==> src/rtl/gpio_irq_unit.sv <==
module gpio_irq_unit #(
  parameter int NPINS  = 32,
  parameter int ADDR_W = 5
) (
  input  logic              clk,
  input  logic              rst_n,
  input  logic [NPINS-1:0]  pin_in,
  input  logic              reg_wr,
  input  logic [ADDR_W-1:0] reg_addr,
  input  logic [NPINS-1:0]  reg_wdata,
  output logic [NPINS-1:0]  reg_rdata,
  output logic [NPINS-1:0]  evt_status,
  output logic              irq_out
);

  localparam logic [ADDR_W-1:0] A_EDGE  = ADDR_W'(5'h00);
  localparam logic [ADDR_W-1:0] A_POL   = ADDR_W'(5'h04);
  localparam logic [ADDR_W-1:0] A_BOTH  = ADDR_W'(5'h08);
  localparam logic [ADDR_W-1:0] A_UNMSK = ADDR_W'(5'h0C);
  localparam logic [ADDR_W-1:0] A_MSET  = ADDR_W'(5'h10);
  localparam logic [ADDR_W-1:0] A_MVIEW = ADDR_W'(5'h14);
  localparam logic [ADDR_W-1:0] A_STAT  = ADDR_W'(5'h18);

  logic [NPINS-1:0] edge_r, pol_r, both_r, mask_r, stat_r, pin_q;
  logic [NPINS-1:0] rise, fall, edge_hit, lvl_hit, hit, clr;

  assign rise     = pin_in & ~pin_q;
  assign fall     = ~pin_in & pin_q;
  assign edge_hit = (both_r & (rise | fall)) | (~both_r & ((pol_r & rise) | (~pol_r & fall)));
  assign lvl_hit  = (pol_r & pin_in) | (~pol_r & ~pin_in);
  assign hit      = (edge_r & edge_hit) | (~edge_r & lvl_hit);
  assign clr      = (reg_wr && reg_addr == A_STAT) ? reg_wdata : '0;

  always_ff @(posedge clk or negedge rst_n) begin
    if (!rst_n) begin
      edge_r <= '0;
      pol_r  <= '0;
      both_r <= '0;
      mask_r <= '1;
      stat_r <= '0;
      pin_q  <= '0;
    end else begin
      pin_q  <= pin_in;
      stat_r <= (stat_r & ~clr) | hit;
      if (reg_wr) begin
        case (reg_addr)
          A_EDGE:  edge_r <= reg_wdata;
          A_POL:   pol_r  <= reg_wdata;
          A_BOTH:  both_r <= reg_wdata;
          A_UNMSK: mask_r <= mask_r & ~reg_wdata;
          A_MSET:  mask_r <= mask_r | reg_wdata;
          default: ;
        endcase
      end
    end
  end

  always_comb begin
    case (reg_addr)
      A_EDGE:  reg_rdata = edge_r;
      A_POL:   reg_rdata = pol_r;
      A_BOTH:  reg_rdata = both_r;
      A_MVIEW: reg_rdata = mask_r;
      A_STAT:  reg_rdata = stat_r;
      default: reg_rdata = '0;
    endcase
  end

  assign evt_status = stat_r;
  assign irq_out    = |(stat_r & ~mask_r);

  assert_unmask_clears_R5: assert property (@(posedge clk) disable iff (!rst_n)
    (reg_wr && reg_addr == A_UNMSK) |=> ((mask_r & $past(reg_wdata)) == '0));

  assert_mask_sets_R6: assert property (@(posedge clk) disable iff (!rst_n)
    (reg_wr && reg_addr == A_MSET) |=> ((mask_r & $past(reg_wdata)) == $past(reg_wdata)));

  assert_mask_hold_R7: assert property (@(posedge clk) disable iff (!rst_n)
    !(reg_wr && (reg_addr == A_UNMSK || reg_addr == A_MSET)) |=> $stable(mask_r));

  assert_sticky_R8: assert property (@(posedge clk) disable iff (!rst_n)
    !(reg_wr && reg_addr == A_STAT) |=> ((stat_r & $past(stat_r)) == $past(stat_r)));

  assert_event_wins_R11: assert property (@(posedge clk) disable iff (!rst_n)
    (reg_wr && reg_addr == A_STAT) |=> ((stat_r & $past(hit)) == $past(hit)));

  assert_all_masked_quiet_R10: assert property (@(posedge clk) disable iff (!rst_n)
    (&mask_r) |-> !irq_out);

  assert_unmasked_fires_R9: assert property (@(posedge clk) disable iff (!rst_n)
    (stat_r != '0 && mask_r == '0) |-> irq_out);

endmodule

==> config.mk <==
export PLATFORM = sky130hd
export DESIGN_NAME = gpio_irq_unit
export DESIGN_NICKNAME = d
export VERILOG_FILES = /design/src/rtl/gpio_irq_unit.sv
export SDC_FILE = /design/constraint.sdc
export NUM_CORES = 1
export LEC_CHECK = 0
export BUFFER_PORTS_ARGS = -buffer_cell sky130_fd_sc_hd__buf_2
export CAP_MARGIN = 10
export CORE_MARGIN = 2
export CORE_UTILIZATION = 63
export DETAILED_ROUTE_END_ITERATION = 8
export PLACE_DENSITY = 0.93
export SETUP_SLACK_MARGIN = 0.2
export SYNTH_ARGS = -nofsm -noshare
export SYNTH_HDL_FRONTEND = slang
export SYNTH_SLANG_ARGS = --single-unit
==> constraint.sdc <==
create_clock -name clk -period 4.8 [get_ports clk]
set_input_delay 0.48 -clock clk [delete_from_list [all_inputs] [get_ports clk]]
set_output_delay 0.48 -clock clk [all_outputs]
set_load 0.05 [all_outputs]
==> impl_metrics.toml <==
[route]
finalWirelength_mm = 26.8
drc = 0
wire_per_inst_um = 21.2
viasPerCell = 6.26
first_pass_iters = 5
drtIter0Drc = 677
drtAntennaViolNets = 0
vias = 7935

[critical_path]
r2r-start = "pin_q[13]"
critical_path.most_common_cell = "buf_2"
regToRegSetupSlack_ns = 3.17
r2r_end = "evt_status[13]"
cp_max_fo = 32
crit_slowest_cell = "nor2_4"
worstPathRequired_ns = 4.32
crit_path_cell_trace = "buf_2 > nand2b_1 > nor2_4 > a221o_1 > buf_2"
cp.arrival_ns = 2.83
endpoint_kind = "output port"
endpoint = "reg_rdata[31]"
setup.worst_path.start_class = "input pin"
critPathMaxStageDelay_ns = 0.89
startpoint = "reg_addr[4]"
worstSetupPathType = "input pin to output port"
rr_worst_depth = 5

[grt]
antenna_found_initial = 0
grt.total_usage_pct = 31.4
grt_pass1_wl_mm = 42.9
grt_max_degree = 132
grt_pass1_vias = 8138
global_route.overflow_total = 0

[clock_tree]
numCtsBuffers = 17
cts.hold.buffers_added = 0
cts_resized = 0
cts_tree = "yes"
cts-root-buf = "clkbuf_16"
clk_latency_ns = 0.45
clk_pin_slew_ns = 0.06
cts_num_sinks = 192
htree_num_levels = 4
post-cts-setup-buffers = 0
clockBufferDepth = 2

[floorplanning]
rows = 47
core_area_um2 = 16300
initial_utilization_pct = 63.7
io-pin-count = 137
fp.dieH_um = 133
dieArea_um2 = 17600
die_w_um = 133

[synthesis]
synthCells = 905
synth-seq-area-share_pct = 46.5
syn_nets = 1041
yosys.area_share.simple_pct = 6.82
synth_edf_count = 0
synth_top_area_share_pct = 38.4
synth.area.top_cells = "dfrtp_1, mux2_2, dfstp_2, ha_1, a221o_1"
ys_seq_elements = 192
synth_top_family_by_area = "multiplexers"
syn-cell-area_um2 = 10400
synth_compound_area_share_pct = 13.8
yosysWarnings = 0
synth.distinct_cells = 35
async_flop_share_pct = 100
synthXorXnorAreaFrac_pct = 2.69
synthAdderAreaFrac_pct = 7.69
synthMuxAreaShare_pct = 17.2
synth_area_leader_cell = "dfrtp_1"
synth-main-ff-cell = "dfrtp_1"
synth_area_per_cell_um2 = 11.5

[status]
status = "finished, final reports clean"

[sta]
rsz0062_at_grt = "no"
tightest_slew_ns = 1.09
slew_viol_final = 0
hold_viol_final = 0
setup-violations-final = 0
min_period_ns = 3.31
post-route-period-util_pct = 68.9
relSlewSlack_pct = 27.4
finalSetupTns_ns = 0
layout_setup_ws_ns = 1.49
fmax_ghz = 0.302
fin_skew_ns = 0.00676

[power]
powerDensity_nw_per_um2 = 352
ir_drop_mv = 0.266
power_mw = 4.19
power.leakage_nw = 5.84

[place]
dp_hpwl_mm = 17.2
globalplace.congestion = 0.780
dpl_cell_area_um2 = 11300
pre_cts_slack_ns = 1.37
dpl.cell_count = 1235
io_buffer_count = 136

[cells_and_area]
final_cell_mix = "dfrtp_1, buf_2, inv_1"
antenna_cells = 0
post-route-cell-area_um2 = 11900
layout.cells.non_filler = 1267
mostFrequentLayoutCell = "dfrtp_1"
synthToLayoutAreaGrowth_pct = 14.4
final_nets = 1170
drive_gt1_share_pct = 29.4

[worst_hold_path]
min_path_type = "input pin to asynchronous set/reset pin"

[flow_run]
maxCapViolCount = 0
kinds of logic (layout without fill, tap and decap cells):
| kind of cell | count (synthesis) | after routing |
|---|---|---|
| XOR/XNOR | 32 | 32 |
| AO/OA/AOI/OAI | 177 | 177 |
| flip-flops | 192 | 192 |
| AND/OR/NAND/NOR | 148 | 148 |
| buffers and inverters | 132 | 274 |
| multiplexers | 160 | 160 |
| adder cells (fa/ha/maj) | 64 | 64 |
worst min-delay path by stage:
stage          cells past startpoint          to        from  slack, ns
6_report                           1    pol_r[5]       rst_n       0.18
5_1_grt                            1   pin_q[24]  pin_in[24]       0.18
4_1_cts                            1    pin_q[3]   pin_in[3]       0.19
3_5_place_dp                       1  both_r[14]  both_r[14]       0.54
3_3_place_gp                       1  both_r[28]  both_r[28]       0.53
2_1_floorplan                      0   both_r[0]       rst_n       0.18
final cells by class:
class                           instances  area [µm²]
Timing Repair Buffer                  145         757
Clock buffer                           26         489
Sequential cell                       192        4840
Clock inverter                          6         130
Inverter                               97         364
Multi-Input combinational cell        581        5050
Tap cell                              220         275
Fill cell                            1109        4440
worst max-delay path, delay by kind of cell:
| family | cells | cell delay [ns] |
|---|---|---|
| AOI/OAI and AO/OA | 1 | 0.34 |
| and+or+nand+nor | 2 | 1.21 |
| buffers and inverters | 2 | 0.79 |
Yosys cell counts, types with 2 or more instances:
library cell / instances
nor4_1: 4
mux2_2: 86
buf_2: 6
a21oi_1: 32
dfrtp_1: 160
o22ai_1: 16
mux2_1: 33
nor2b_1: 32
or3b_1: 2
nor3_1: 2
nand2_1: 66
buf_1: 9
a211oi_1: 32
mux2_4: 9
inv_1: 97
clkbuf_1: 13
mux2i_1: 32
xor2_1: 32
o2bb2ai_1: 32
dfstp_2: 32
nor2_1: 33
ha_1: 64
buf_4: 4
a221o_1: 64
buf_6: 3
metal layers:
layer / routed length (µm) / track usage (%)
met1: 10500 / 40.0
met2: 13300 / 51.2
met3: 2080 / 7.59
met4: 931 / 14.2
met5: 0 / 0
power breakdown:
part / leakage, nW / switching (mW) / total, mW / internal (mW)
combinational: 3.33 / 0.355 / 0.648 / 0.293
sequential: 2.21 / 0.229 / 2.04 / 1.81
clock: 0.303 / 0.597 / 1.51 / 0.913
through the flow:
stage,util [%],hold WS (ns)
after floorplan,-,0.184
after global placement,69.1,0.535
after detailed placement,69.1,0.542
after CTS,72.9,0.188
after global routing,72.9,0.183
final,72.9,0.179
No activity file was read; power rests on OpenSTA's default activity.
